`src/rtl/pi_pkg.sv`:
```
package pi_pkg;
  typedef enum logic [1:0] {
    ST_IDLE = 2'd0,
    ST_ARM  = 2'd1,
    ST_FILL = 2'd2,
    ST_HV   = 2'd3
  } pi_state_e;

  localparam int CTL1_SES   = 0;
  localparam int CTL1_PE    = 1;
  localparam int CTL1_BP_LO = 8;
  localparam int CTL2_EHV   = 0;
  localparam int CTL2_PW_LO = 4;
  localparam int FIELD_W    = 8;
  localparam int STAT_VLD_LO = 16;

  localparam logic [1:0] OFF_CTL1 = 2'd0;
  localparam logic [1:0] OFF_CTL2 = 2'd1;
  localparam logic [1:0] OFF_STAT = 2'd2;
endpackage

```
`src/rtl/pi_fsm.sv`:
```
module pi_fsm
  import pi_pkg::*;
(
  input  logic      clk,
  input  logic      rst_n,
  input  logic      wr_ctl1,
  input  logic      wr_ctl2,
  input  logic      wr_arr,
  input  logic      rd_arr,
  input  logic      wd_ses,
  input  logic      wd_pe,
  input  logic      wd_ehv,
  input  logic      pulse_done,
  output pi_state_e state,
  output logic      latch_en,
  output logic      first_wr,
  output logic      flush,
  output logic      margin_en
);
  pi_state_e nxt;

  always_comb begin
    nxt = state;
    unique case (state)
      ST_IDLE: if (wr_ctl1 && wd_ses && !wd_pe) nxt = ST_ARM;
      ST_ARM: begin
        if (wr_ctl1 && !wd_ses) nxt = ST_IDLE;
        else if (wr_arr)        nxt = ST_FILL;
      end
      ST_FILL: begin
        if (wr_ctl1 && !wd_ses)     nxt = ST_IDLE;
        else if (wr_ctl2 && wd_ehv) nxt = ST_HV;
      end
      ST_HV: if (pulse_done || (wr_ctl2 && !wd_ehv)) nxt = ST_FILL;
      default: nxt = ST_IDLE;
    endcase
  end

  always_ff @(posedge clk or negedge rst_n)
    if (!rst_n) state <= ST_IDLE;
    else        state <= nxt;

  assign latch_en  = wr_arr && (state == ST_ARM || state == ST_FILL);
  assign first_wr  = wr_arr && (state == ST_ARM);
  assign flush     = wr_ctl1 && !wd_ses && (state == ST_ARM || state == ST_FILL);
  assign margin_en = rd_arr && (state == ST_FILL);
endmodule

```
`src/rtl/pi_ctl_regs.sv`:
```
module pi_ctl_regs
  import pi_pkg::*;
(
  input  logic               clk,
  input  logic               rst_n,
  input  pi_state_e          state,
  input  logic               wr_ctl1,
  input  logic               wr_ctl2,
  input  logic               wd_ses,
  input  logic               wd_pe,
  input  logic               wd_ehv,
  input  logic [FIELD_W-1:0] wd_bp,
  input  logic [FIELD_W-1:0] wd_pw,
  input  logic               pulse_done,
  output logic               ses,
  output logic               pe,
  output logic [FIELD_W-1:0] bprot,
  output logic               ehv,
  output logic [FIELD_W-1:0] pw
);
  always_ff @(posedge clk or negedge rst_n) begin
    if (!rst_n) begin
      ses   <= 1'b0;
      pe    <= 1'b0;
      bprot <= '0;
      ehv   <= 1'b0;
      pw    <= '0;
    end else begin
      if (wr_ctl1 && state != ST_HV) begin
        ses   <= wd_ses;
        pe    <= wd_pe;
        bprot <= wd_bp;
      end
      if (wr_ctl2) pw <= wd_pw;
      if (state == ST_HV && pulse_done)      ehv <= 1'b0;
      else if (wr_ctl2 && (state == ST_FILL || state == ST_HV))
                                              ehv <= wd_ehv;
    end
  end
endmodule

```
`src/rtl/pi_page_buf.sv`:
```
module pi_page_buf #(
  parameter int WORDS  = 16,
  parameter int DW     = 32,
  parameter int ADDR_W = 18,
  parameter int BLK_W  = 3,
  localparam int IDX_W = $clog2(WORDS)
) (
  input  logic              clk,
  input  logic              rst_n,
  input  logic              wr_en,
  input  logic              first_wr,
  input  logic              flush,
  input  logic              clr_en,
  input  logic [IDX_W-1:0]  idx,
  input  logic [ADDR_W-1:0] addr,
  input  logic [DW-1:0]     wdata,
  input  logic [DW-1:0]     pass,
  output logic [DW-1:0]     word_o,
  output logic [WORDS-1:0]  valid_o,
  output logic [ADDR_W-1:0] tgt_o,
  output logic [BLK_W-1:0]  blk_o
);
  logic [WORDS-1:0][DW-1:0] mem;
  logic [DW-1:0]            remain;

  assign word_o = mem[idx];
  assign remain = mem[idx] & ~pass;

  always_ff @(posedge clk or negedge rst_n) begin
    if (!rst_n) begin
      mem     <= '0;
      valid_o <= '0;
    end else begin
      for (int i = 0; i < WORDS; i++) begin
        if (flush) begin
          mem[i]     <= '0;
          valid_o[i] <= 1'b0;
        end else if (wr_en && idx == IDX_W'(i)) begin
          mem[i]     <= wdata;
          valid_o[i] <= 1'b1;
        end else if (clr_en && idx == IDX_W'(i)) begin
          mem[i]     <= remain;
          valid_o[i] <= |remain;
        end
      end
    end
  end

  always_ff @(posedge clk or negedge rst_n) begin
    if (!rst_n) begin
      tgt_o <= '0;
      blk_o <= '0;
    end else begin
      if (first_wr) tgt_o <= addr;
      if (wr_en)    blk_o <= addr[ADDR_W-1 -: BLK_W];
    end
  end
endmodule

```
`src/rtl/flash_pgm_interlock.sv`:
```
module flash_pgm_interlock
  import pi_pkg::*;
#(
  parameter int WORDS  = 16,
  parameter int DW     = 32,
  parameter int ADDR_W = 18,
  parameter int BLK_W  = 3,
  localparam int IDX_W = $clog2(WORDS)
) (
  input  logic              clk,
  input  logic              rst_n,
  input  logic              bus_sel_reg,
  input  logic [ADDR_W-1:0] bus_addr,
  input  logic [DW-1:0]     bus_wdata,
  input  logic              bus_wr,
  input  logic              bus_rd,
  output logic [DW-1:0]     bus_rdata,
  input  logic [DW-1:0]     array_rdata,
  input  logic [DW-1:0]     margin_pass,
  input  logic              pulse_done,
  output logic              hv_en,
  output logic              margin_rd,
  output logic [1:0]        state_o,
  output logic [ADDR_W-1:0] prog_addr_o,
  output logic [BLK_W-1:0]  prog_blk_o,
  output logic [WORDS-1:0]  buf_valid_o
);
  pi_state_e          state;
  logic [1:0]         off;
  logic [IDX_W-1:0]   idx;
  logic               wr_reg, wr_arr, rd_take, rd_arr;
  logic               wr_ctl1, wr_ctl2;
  logic               latch_en, first_wr, flush, margin_en;
  logic               ses, pe, ehv;
  logic [FIELD_W-1:0] bprot, pw;
  logic [DW-1:0]      buf_word, rd_mux;

  assign off     = bus_addr[3:2];
  assign idx     = bus_addr[IDX_W+1:2];
  assign wr_reg  = bus_wr && bus_sel_reg;
  assign wr_arr  = bus_wr && !bus_sel_reg;
  assign rd_take = bus_rd && !bus_wr;
  assign rd_arr  = rd_take && !bus_sel_reg;
  assign wr_ctl1 = wr_reg && off == OFF_CTL1;
  assign wr_ctl2 = wr_reg && off == OFF_CTL2;

  pi_fsm u_fsm (
    .clk, .rst_n, .wr_ctl1, .wr_ctl2, .wr_arr, .rd_arr,
    .wd_ses(bus_wdata[CTL1_SES]), .wd_pe(bus_wdata[CTL1_PE]),
    .wd_ehv(bus_wdata[CTL2_EHV]), .pulse_done,
    .state, .latch_en, .first_wr, .flush, .margin_en
  );

  pi_ctl_regs u_regs (
    .clk, .rst_n, .state, .wr_ctl1, .wr_ctl2,
    .wd_ses(bus_wdata[CTL1_SES]), .wd_pe(bus_wdata[CTL1_PE]),
    .wd_ehv(bus_wdata[CTL2_EHV]),
    .wd_bp(bus_wdata[CTL1_BP_LO +: FIELD_W]),
    .wd_pw(bus_wdata[CTL2_PW_LO +: FIELD_W]),
    .pulse_done, .ses, .pe, .bprot, .ehv, .pw
  );

  pi_page_buf #(.WORDS(WORDS), .DW(DW), .ADDR_W(ADDR_W), .BLK_W(BLK_W)) u_buf (
    .clk, .rst_n, .wr_en(latch_en), .first_wr, .flush, .clr_en(margin_en),
    .idx, .addr(bus_addr), .wdata(bus_wdata), .pass(margin_pass),
    .word_o(buf_word), .valid_o(buf_valid_o), .tgt_o(prog_addr_o), .blk_o(prog_blk_o)
  );

  always_comb begin
    rd_mux = '0;
    if (bus_sel_reg) begin
      unique case (off)
        OFF_CTL1: begin
          rd_mux[CTL1_SES] = ses;
          rd_mux[CTL1_PE]  = pe;
          rd_mux[CTL1_BP_LO +: FIELD_W] = bprot;
        end
        OFF_CTL2: begin
          rd_mux[CTL2_EHV] = ehv;
          rd_mux[CTL2_PW_LO +: FIELD_W] = pw;
        end
        OFF_STAT: begin
          rd_mux[1:0] = state;
          rd_mux[STAT_VLD_LO +: WORDS] = buf_valid_o;
        end
        default: rd_mux = '0;
      endcase
    end else if (state == ST_FILL) begin
      rd_mux = buf_word & ~margin_pass;
    end else begin
      rd_mux = array_rdata;
    end
  end

  always_ff @(posedge clk or negedge rst_n)
    if (!rst_n)       bus_rdata <= '0;
    else if (rd_take) bus_rdata <= rd_mux;

  assign hv_en     = ehv;
  assign margin_rd = margin_en;
  assign state_o   = state;
endmodule

```
`config.mk`:
```
export PLATFORM = sky130hd
export DESIGN_NAME = flash_pgm_interlock
export DESIGN_NICKNAME = d
export VERILOG_FILES = /design/src/rtl/pi_pkg.sv /design/src/rtl/pi_fsm.sv /design/src/rtl/pi_ctl_regs.sv /design/src/rtl/pi_page_buf.sv /design/src/rtl/flash_pgm_interlock.sv
export SDC_FILE = /design/constraint.sdc
export NUM_CORES = 1
export LEC_CHECK = 0
export CAP_MARGIN = 5
export CELL_PAD_IN_SITES_DETAIL_PLACEMENT = 0
export CELL_PAD_IN_SITES_GLOBAL_PLACEMENT = 2
export CORE_MARGIN = 8
export CORE_UTILIZATION = 41
export CTS_BUF_LIST = sky130_fd_sc_hd__clkbuf_16
export DETAILED_ROUTE_END_ITERATION = 8
export HOLD_SLACK_MARGIN = 0.1
export PLACE_DENSITY = 0.87
export SLEW_MARGIN = 20
export SYNTH_ARGS = -nofsm -noshare
export SYNTH_HDL_FRONTEND = slang
export SYNTH_SLANG_ARGS = --single-unit
```
`constraint.sdc`:
```
create_clock -name clk -period 4.9 [get_ports clk]
set_input_delay 0.735 -clock clk [delete_from_list [all_inputs] [get_ports clk]]
set_output_delay 0.735 -clock clk [all_outputs]
set_load 0.01 [all_outputs]
```
==> metrics.cfg <==
[global_route]
use_met3_pct=6.53
antenna_found_initial=9
grt_usage_pct=30.1
met1_usage_pct=41.8
met2_usage_pct=45.5
grt-ovfl-total=0
grt_start_max_net_pins=98
grt_pass1_wl_um=203000
busiest_layer=met2
grt_pass1_vias=27900

[synth]
syn_inst=3659
synth.top_cell.area_share_pct=45.7
synth_top_family_by_area=compound AO/OA/AOI/OAI gates
syn-num-nets=3783
ys_ff_latch=602
synth_area_leaders=dfrtp_1 (46%), a21oi_1 (7.7%), mux2i_1 (7.5%)
yosys.area.top_type=dfrtp_1
synth.cell_area_um2=32900
yosysSeqAreaShare_pct=45.7
synth_mux_area_share_pct=13.9
synth_flop_cell=dfrtp_1
synthSimpleGateAreaFrac_pct=14.7
synth.distinct_cells=62
synth-xor-area-share_pct=0
ys_async_sr_fraction_pct=100
synth_compound_area_share_pct=19.6
syn_area_per_cell_um2=9.00
yosys_warnings=0
synth_edf_count=0
synthAdderAreaFrac_pct=0.152

[timing]
finalSetupTns_ns=0
finalCritPeriodShare_pct=76.0
max_freq_ghz=0.269
hold_viol=0
tightest_slew_ns=1.20
clock_skew_ns=0.0253
fin_crit_ns=3.72
slew_headroom_pct=20.1
final-max-slew-violation-count=0
setup_viol=0
rsz0062_at_grt=no

[critical_path]
crit_chain=buf_4 -> nor2_2 -> a221oi_1 -> a21oi_2 -> nand4_1 -> nor4_1 -> and4_1 -> buf_4 -> a41oi_1
cpMostUsedCell=buf_4
worst_setup_path_start_kind=input port
critical_path_arrival_ns=4.17
regToRegSetupSlack_ns=1.52
cp.required_ns=5.35
cp_max_fo=34
end_kind=flop
slowest_delay_ns=0.87
slowest_stage=nor2_2
reg2reg_depth=13
criticalPathCategory=input port to flop

[clocking]
clk_pin_slew_ns=0.06
ctsResizeCount=0
hold_buffers=0
cts_setup_buffers=0
cts_tree=yes
cts_sinks=602
insertion_delay_ns=0.62
numCtsBuffers=71
cts_htree_levels=3
cts.path.max_buffers=3
root_buffer=clkbuf_16

[flow_run]
drv_cap=0

[final_layout]
area_growth_pct=15.1
num-fill-cells=7692
finalCoreUtilization_pct=47.4
layout-drive-gt1-share_pct=11.5
finish.net_count=3779

[routing]
drt_wl_total_um=139000
viasPerCell=6.18
drtIter0Drc=3769
drcViolationCount=0
wire_per_inst_um=29.2
drt_pass1_iterations=6
dr_total_vias=29500
route.antenna.remaining_nets=0

[floorplanning]
core_area_um2=80000
pin_count=193
initial_core_util_pct=41.2
dieArea_um2=89700
die_h_um=299
die_w_um=299
std_cell_rows=104

[power_and_ir_drop]
p_switching_mw=4.98
seqPwrFrac_pct=43.4
leakage_nw=16.7
powerDensity_nw_per_um2=406
power.share.switching_pct=32.3
clock_power_share_pct=31.5
internal_power_mw=10.4
power_frac_comb_pct=25.2
vdd_ir_drop_max_mv=0.235

[place]
hpwl_um=86500
gp_congestion=0.893
io_buffers=192

[min_path]
hold_class=input port to asynchronous set/reset pin

[status]
status=finished clean

## cell families after synthesis
group	after synthesis
compound gates	1152
simple gates	1115
flops	602
buf+inv	428
mux	358
fa+ha+maj	4
## Yosys cell counts, drive strengths merged, types with 2 or more instances
master,count
a2111oi,3
a211oi,21
a21o,7
a21oi,518
a221oi,10
a22o,6
a22oi,101
a31oi,22
a41oi,6
and2,9
buf,114
clkbuf,305
dfrtp,602
ha,4
inv,9
mux2,36
mux2i,246
mux4,76
nand2,102
nand2b,4
nand3,400
nand4,3
nor2,558
nor2b,17
nor3,6
nor4,6
o211ai,5
o21a,2
o21ai,438
o31a,3
o31ai,2
o32a,2
o41a,2
or2,2
## metrics by stage
stage	hold slack (ns)	worst slack, ns	instances	instance area (um2)	power (mW)
after CTS	0.140	1.24	4765	37900	15.4
after detailed placement	0.462	0.598	4642	35900	10.6
after global placement	0.459	0.634	4642	35900	10.5
after global routing	0.189	1.15	4765	37900	16.1
final	0.140	1.18	4769	37900	15.4
after floorplan	0.439	1.80	3659	32900	8.90
## cell usage in the layout, fill, tap and decap left out, types with 26 or more instances in the layout
cell type | netlist | layout
a21oi_1 | 507 | 507
a22oi_1 | 101 | 101
buf_4 | 10 | 129
clkbuf_16 | 0 | 71
clkdlybuf4s50_1 | 0 | 186
dfrtp_1 | 602 | 602
inv_1 | 7 | 26
mux2_2 | 36 | 36
mux2i_1 | 246 | 246
mux4_2 | 73 | 73
nand2_1 | 102 | 85
nand3_1 | 400 | 400
nor2_1 | 555 | 538
o21ai_0 | 434 | 434
## critical path: cells and delay by family
family,cells,cell delay [ns]
simple gates,4,1.95
compound gates,3,0.79
buf+inv,2,0.65
## area by class of cell
cell class	instances	area, um2	share of cell area (%)
diodes	4	10.0	0.0264
clock buffers	71	1780	4.69
clock inverters	52	238	0.627
inverters	9	33.8	0.0891
multi-input cells	2629	16100	42.6
flip-flops and latches	602	15100	39.7
well taps	1060	1330	3.50
repair buffers	342	3320	8.76
## power groups by stage
stage | Clock [mW] | Combinational [mW] | Sequential [mW]
CTS | 4.90 | 3.85 | 6.64
detailed placement | 0 | 3.85 | 6.72
floorplan | 0 | 2.30 | 6.60
finish | 4.84 | 3.87 | 6.67
global route | 5.08 | 4.23 | 6.76
global placement | 0 | 3.79 | 6.71
## per-layer routing
layer	vias up	routed length, um
li1	13100	-
met4	4	6350
met3	337	13300
met2	1574	60900
met1	14500	58600
met5	-	25
## registers in the layout (all words and copies together) (netlist names)
register / cells
bus_rdata: 32
u_buf.blk_o: 3
u_buf.mem: 512
u_buf.tgt_o: 18
u_buf.valid_o: 16
u_fsm.state: 2
u_regs.bprot: 8
u_regs.ehv: 1
u_regs.pe: 1
u_regs.pw: 8
u_regs.ses: 1
## path summary, 6_finish.rpt
check,end,startpoint
max in group asynchronous,u_buf.mem[120]$_DFFE_PN0P_,rst_n
worst max register to register,u_buf.mem[83]$_DFFE_PN0P_,u_fsm.state[0]$_DFFE_PN0P_
worst min register to register,u_buf.blk_o[0]$_DFFE_PN0P_,u_buf.blk_o[0]$_DFFE_PN0P_
worst min-delay path,u_buf.tgt_o[13]$_DFFE_PN0P_,rst_n
min in group clk,u_buf.blk_o[0]$_DFFE_PN0P_,u_buf.blk_o[0]$_DFFE_PN0P_
worst max-delay path,u_buf.valid_o[6]$_DFFE_PN0P_,bus_addr[2]
Power figures use the tool's default switching activity.
